$ cat src/rtl/irq_pkg.sv
package irq_pkg;
  localparam int NSRC    = 6;
  localparam int RANK_W  = $clog2(NSRC);
  localparam int NMASK   = 4;

  typedef enum logic [RANK_W-1:0] {
    RK_EXT_HI = 3'd0,
    RK_FAST   = 3'd1,
    RK_TMA    = 3'd2,
    RK_TMB    = 3'd3,
    RK_TBASE  = 3'd4,
    RK_EXT_LO = 3'd5
  } rank_e;

  typedef logic [NSRC-1:0] src_vec_t;

  // Per-rank gate: global enable plus the mask bit the rank depends on.
  function automatic src_vec_t gate_vec(input logic gie, input logic [NMASK-1:0] msk);
    src_vec_t g;
    g[RK_EXT_HI] = gie;
    g[RK_FAST]   = gie & msk[3];
    g[RK_TMA]    = gie & msk[2];
    g[RK_TMB]    = gie & msk[1];
    g[RK_TBASE]  = gie;
    g[RK_EXT_LO] = gie & msk[0];
    return g;
  endfunction
endpackage

$ cat src/rtl/irq_edge_det.sv
module irq_edge_det #(
  parameter int W      = 1,
  parameter int STAGES = 2,
  parameter bit SYNC   = 1'b1
) (
  input  logic         clk_i,
  input  logic         rst_ni,
  input  logic [W-1:0] lvl_i,
  output logic [W-1:0] rise_o
);
  logic [W-1:0] lvl_s;
  logic [W-1:0] prev_q;

  generate
    if (SYNC) begin : g_sync
      logic [W-1:0] chain_q [STAGES];
      logic [W-1:0] chain_d [STAGES];
      always_comb begin
        chain_d[0] = lvl_i;
        for (int s = 1; s < STAGES; s++) chain_d[s] = chain_q[s-1];
      end
      always_ff @(posedge clk_i or negedge rst_ni) begin
        if (!rst_ni) begin
          for (int s = 0; s < STAGES; s++) chain_q[s] <= '0;
        end else begin
          for (int s = 0; s < STAGES; s++) chain_q[s] <= chain_d[s];
        end
      end
      assign lvl_s = chain_q[STAGES-1];
    end else begin : g_direct
      assign lvl_s = lvl_i;
    end
  endgenerate

  always_ff @(posedge clk_i or negedge rst_ni) begin
    if (!rst_ni) prev_q <= '0;
    else         prev_q <= lvl_s;
  end

  assign rise_o = lvl_s & ~prev_q;
endmodule

$ cat src/rtl/irq_pend_bank.sv
module irq_pend_bank #(
  parameter int N = 6
) (
  input  logic         clk_i,
  input  logic         rst_ni,
  input  logic [N-1:0] set_i,
  input  logic [N-1:0] clr_i,
  output logic [N-1:0] pend_o
);
  logic [N-1:0] pend_q;
  logic [N-1:0] pend_d;

  // A set arriving in the same cycle as a clear wins, so no event is lost.
  always_comb begin
    for (int k = 0; k < N; k++) begin
      pend_d[k] = set_i[k] | (pend_q[k] & ~clr_i[k]);
    end
  end

  always_ff @(posedge clk_i or negedge rst_ni) begin
    if (!rst_ni) pend_q <= '0;
    else         pend_q <= pend_d;
  end

  assign pend_o = pend_q;
endmodule

$ cat src/rtl/irq_prio_pick.sv
module irq_prio_pick #(
  parameter int N   = 6,
  parameter int IDX = 3
) (
  input  logic [N-1:0]   elig_i,
  output logic           any_o,
  output logic [IDX-1:0] idx_o
);
  // Scan from the lowest rank upward; the last write wins, so rank 0 dominates.
  always_comb begin
    idx_o = '0;
    for (int k = N - 1; k >= 0; k--) begin
      if (elig_i[k]) idx_o = IDX'(k);
    end
  end
  assign any_o = |elig_i;
endmodule

$ cat src/rtl/irq_prio_ctrl.sv
module irq_prio_ctrl
  import irq_pkg::*;
#(
  parameter int ADDR_W   = 12,
  parameter int VEC_BASE = 2,
  parameter int VEC_STEP = 2,
  parameter int N_EXT    = 2,
  parameter int N_INT    = 4,
  parameter int SYNC_LEN = 2
) (
  input  logic              clk_i,
  input  logic              rst_ni,
  input  logic [N_EXT-1:0]  ext_req_i,
  input  logic [N_INT-1:0]  tmr_evt_i,
  input  logic [NMASK-1:0]  mask_i,
  input  logic              gie_set_i,
  input  logic              gie_clr_i,
  input  logic [NSRC-1:0]   clr_i,
  input  logic              ack_i,
  output logic              irq_o,
  output logic [ADDR_W-1:0] vec_o
);
  // Reset synchronizer: asserts at once, releases on a clock edge.
  logic rst_meta_q, rst_n_sync;
  always_ff @(posedge clk_i or negedge rst_ni) begin
    if (!rst_ni) begin
      rst_meta_q <= 1'b0;
      rst_n_sync <= 1'b0;
    end else begin
      rst_meta_q <= 1'b1;
      rst_n_sync <= rst_meta_q;
    end
  end

  logic [N_EXT-1:0] ext_rise;
  logic [N_INT-1:0] int_rise;

  irq_edge_det #(.W(N_EXT), .STAGES(SYNC_LEN), .SYNC(1'b1)) u_ext_edge (
    .clk_i (clk_i), .rst_ni(rst_n_sync), .lvl_i(ext_req_i), .rise_o(ext_rise)
  );
  irq_edge_det #(.W(N_INT), .STAGES(SYNC_LEN), .SYNC(1'b0)) u_int_edge (
    .clk_i (clk_i), .rst_ni(rst_n_sync), .lvl_i(tmr_evt_i), .rise_o(int_rise)
  );

  // Arrange the rising edges in rank order.
  src_vec_t rise_rk;
  assign rise_rk = {ext_rise[1], int_rise, ext_rise[0]};

  logic              gie_q, gie_d;
  logic              irq_q, irq_d;
  logic [RANK_W-1:0] idx_q, idx_d;
  logic              idx_en;
  logic              ack_take;
  src_vec_t          pend_q, elig, clr_vec;
  logic              any_elig;
  logic [RANK_W-1:0] pick_idx;

  assign ack_take = ack_i & irq_q;

  always_comb begin
    clr_vec = clr_i;
    if (ack_take) clr_vec[idx_q] = 1'b1;
  end

  irq_pend_bank #(.N(NSRC)) u_pend (
    .clk_i (clk_i), .rst_ni(rst_n_sync), .set_i(rise_rk), .clr_i(clr_vec), .pend_o(pend_q)
  );

  assign elig = pend_q & gate_vec(gie_q, mask_i);

  irq_prio_pick #(.N(NSRC), .IDX(RANK_W)) u_pick (
    .elig_i(elig), .any_o(any_elig), .idx_o(pick_idx)
  );

  // Next-state logic
  always_comb begin
    gie_d  = gie_q;
    if (gie_set_i) gie_d = 1'b1;
    if (gie_clr_i || ack_take) gie_d = 1'b0;

    irq_d  = irq_q ? ~ack_take : any_elig;
    idx_en = ~irq_q & any_elig;
    idx_d  = pick_idx;
  end

  // Registers
  always_ff @(posedge clk_i or negedge rst_n_sync) begin
    if (!rst_n_sync) begin
      gie_q <= 1'b0;
      irq_q <= 1'b0;
      idx_q <= '0;
    end else begin
      gie_q <= gie_d;
      irq_q <= irq_d;
      if (idx_en) idx_q <= idx_d;
    end
  end

  assign irq_o = irq_q;
  assign vec_o = irq_q ? (ADDR_W'(VEC_BASE) + ADDR_W'(idx_q) * ADDR_W'(VEC_STEP)) : '0;
endmodule

$ cat config.mk
export PLATFORM = sky130hd
export DESIGN_NAME = irq_prio_ctrl
export DESIGN_NICKNAME = d
export VERILOG_FILES = /design/src/rtl/irq_pkg.sv /design/src/rtl/irq_edge_det.sv /design/src/rtl/irq_pend_bank.sv /design/src/rtl/irq_prio_pick.sv /design/src/rtl/irq_prio_ctrl.sv
export SDC_FILE = /design/constraint.sdc
export NUM_CORES = 1
export LEC_CHECK = 0
export CAP_MARGIN = 10
export CORE_MARGIN = 10
export CORE_UTILIZATION = 59
export DETAILED_ROUTE_END_ITERATION = 16
export DONT_BUFFER_PORTS = 1
export PLACE_DENSITY = 0.8
export SLEW_MARGIN = 10
export SYNTH_ARGS = -nofsm -noshare
export SYNTH_HDL_FRONTEND = slang
export SYNTH_SLANG_ARGS = --single-unit
$ cat constraint.sdc
create_clock -name clk_i -period 1.2 [get_ports clk_i]
set_input_delay 0.24 -clock clk_i [delete_from_list [all_inputs] [get_ports clk_i]]
set_output_delay 0.24 -clock clk_i [all_outputs]
set_load 0.01 [all_outputs]
==> flow_summary.json <==
{
  "die_y_um": 61.0,
  "port_buffers": 0,
  "num_rows": 14,
  "placedInstanceArea_mm2": 0.00105,
  "start_util": 0.644,
  "ir_drop_mv": 1.14,
  "dp_slack_ns": -0.0472,
  "drc": 0,
  "synthCells": 89,
  "multiInputGateArea_um2": 393,
  "maxCapViolations": 0,
  "placed_cells": 113,
  "cp-end-kind": "output pin",
  "crit_fanout": 3,
  "critPathLaunch": "idx_q[0]",
  "gp_congestion": 0.928,
  "power_density_mw_per_mm2": 1550,
  "reg2reg_from": "u_pend.pend_o[1]",
  "cts_made_buffers": 3,
  "wl_mm": 2.59,
  "crit_required_ns": 0.96,
  "fillers": 90,
  "clk_path_buf_depth": 2,
  "fin_ws_ns": -0.271,
  "skew_ns": 0.00402,
  "dr.pass1.iters": 4,
  "crit_path_start_kind": "flop",
  "grt_pass1_vias": 725,
  "area_growth_pct": 29.5,
  "fin_crit_sh": 1.23,
  "ys_ff_latch": 23,
  "die-width_um": 61.0,
  "overflow": 0,
  "fin_crit_ns": 1.47,
  "dpl.hpwl_mm": 1.65,
  "drv_slew": 0,
  "min_from": "ack_i",
  "synth_area_per_cell_um2": 11.1,
  "mostFrequentLayoutCells": "dfrtp_1 (21), buf_4 (11), inv_1 (9), conb_1 (9), dlygate4sd3_1 (9)",
  "clk_latency_ns": 0.31,
  "htreeDepth": 1,
  "antenna_cells": 0,
  "finalSetupViolCount": 7,
  "synth_area_um2": 992,
  "reg2regPathDepth": 4,
  "cts_root_buf": "clkbuf_4",
  "layout_commonest_cell": "dfrtp_1",
  "violations": "negative setup slack",
  "final_layout_size_suffix_gt1_frac": 0.333,
  "ant_nets": 0,
  "whs_endpoint": "gie_q",
  "fin_area_mm2": 0.00128,
  "critical_path_arrival_ns": 1.23,
  "status": "finished, violations left",
  "drt_iter0_markers": 22,
  "ys_seq_area_frac": 0.580,
  "r2r_slack_ns": -0.09,
  "p_leak_nw": 0.610,
  "seq_area_um2": 578,
  "avgViaCountPerCell": 5.73,
  "grt_pass1_wl_mm": 3.44,
  "tns_ns": -1.09,
  "final_core_util": 0.834,
  "synth_warnings": 0,
  "hold_viol_final": 0,
  "timing_worst_setup_path_type": "flop to output pin",
  "clock-sinks": 23,
  "vias": 762,
  "fp.coreArea_mm2": 0.00154,
  "avgRoutedWirePerCell_um": 19.5,
  "track_usage": 0.124,
  "holdWs_ns": 0.0211,
  "grt_max_degree": 20,
  "fmax_mhz": 680,
  "ys_types": 30,
  "worstHoldPathType": "primary input to flop",
  "worst_hold_path.num_cells": 1,
  "rsz0062_at_grt": "yes",
  "num_io_pins": 34,
  "fin_nets": 140,
  "reg2reg_to": "idx_q[0]",
  "cts_tree": "done",
  "die_area_mm2": 0.00372,
  "final_cells": 133,
  "path_clk_slew_ns": 0.12,
  "antenna_found_initial": 0,
  "total_power_mw": 1.99
}
==> worst max-delay path by stage <==
stage,depth (start not counted),endpoint
floorplan,4,idx_q[0]
global placement,4,idx_q[0]
detailed placement,4,idx_q[0]
CTS,3,vec_o[3]
global route,3,vec_o[3]
finish,3,vec_o[3]
==> layout make-up <==
cell class                 count  share of cell area
clock buffer                   3              0.0175
clock inverter                 1             0.00389
inverter                      10              0.0292
multi-input combinational     55               0.306
sequential                    23               0.450
tap                           16              0.0156
timing repair buffer          25               0.178
==> flip-flops by register name, indices dropped and copies added (netlist names) <==
register	cells
rst_meta_q	1
u_ext_edge.lvl_s	2
idx_q	3
gie_q	1
u_ext_edge.g_sync.chain_d	2
u_pend.pend_o	6
u_int_edge.prev_q	4
rst_n_sync	1
irq_o	1
u_ext_edge.prev_q	2
==> cells by family (layout without fill, tap and decap cells) <==
logic type,Yosys count,after routing,share of synthesized area
adders and majority gates,1,1,0.0126
xor gates and xnor gates,1,1,0.00883
and+or+nand+nor,23,23,0.151
DFF,23,23,0.580
other,2,9,0.00757
buffers and inverters,18,39,0.0984
AOI/OAI and AO/OA,20,20,0.130
muxes,1,1,0.0113
==> per-layer routing <==
layer | global-route usage | routed length [um] | vias to the layer above
met2 | 0.217 | 1300 | 50
met3 | 0.0412 | 268 | 13
met4 | 0.0564 | 116 | 0
li1 | - | - | 339
met1 | 0.132 | 901 | 360
met5 | 0 | 0 | -
==> critical path: stages, from the launching register on <==
cell and delay, ns:
dfrtp_1 0.43, ha_2 0.20, xnor2_1 0.15, nor2_2 0.15
==> cells in the mapped netlist, drive strengths merged <==
| cell | instances | share of area |
|---|---|---|
| xnor2 | 1 | 0.0088 |
| o21ai | 10 | 0.054 |
| a21oi | 4 | 0.024 |
| nand3b | 3 | 0.023 |
| inv | 10 | 0.038 |
| and2 | 1 | 0.0076 |
| nand3 | 2 | 0.015 |
| nor2 | 2 | 0.0076 |
| and4 | 1 | 0.010 |
| a211oi | 1 | 0.0076 |
| a32o | 1 | 0.010 |
| nand4 | 1 | 0.0063 |
| buf | 8 | 0.061 |
| mux2 | 1 | 0.011 |
| nand2 | 5 | 0.021 |
| conb | 2 | 0.0076 |
| a21o | 1 | 0.0076 |
| nand4b | 1 | 0.0088 |
| o311ai | 2 | 0.018 |
| dfrtp | 23 | 0.58 |
| a32oi | 1 | 0.0088 |
| ha | 1 | 0.013 |
| nor2b | 4 | 0.033 |
| nand2b | 3 | 0.019 |
==> where the power goes <==
| part | switching, mW | internal (mW) | leakage [nW] |
|---|---|---|---|
| combinational | 0.329 | 0.364 | 0.318 |
| sequential | 0.0824 | 0.867 | 0.274 |
| clock | 0.225 | 0.125 | 0.0177 |
| total | 0.637 | 1.36 | 0.610 |
==> timing repair <==
action	CTS	global route
resized for setup	10	10
setup buffers	6	2
hold buffers	9	0
pin swaps	3	6
setup endpoints to repair	6	10
endpoints found under the hold margin	10	0
Note: power is estimated with default switching activity, not from simulation.
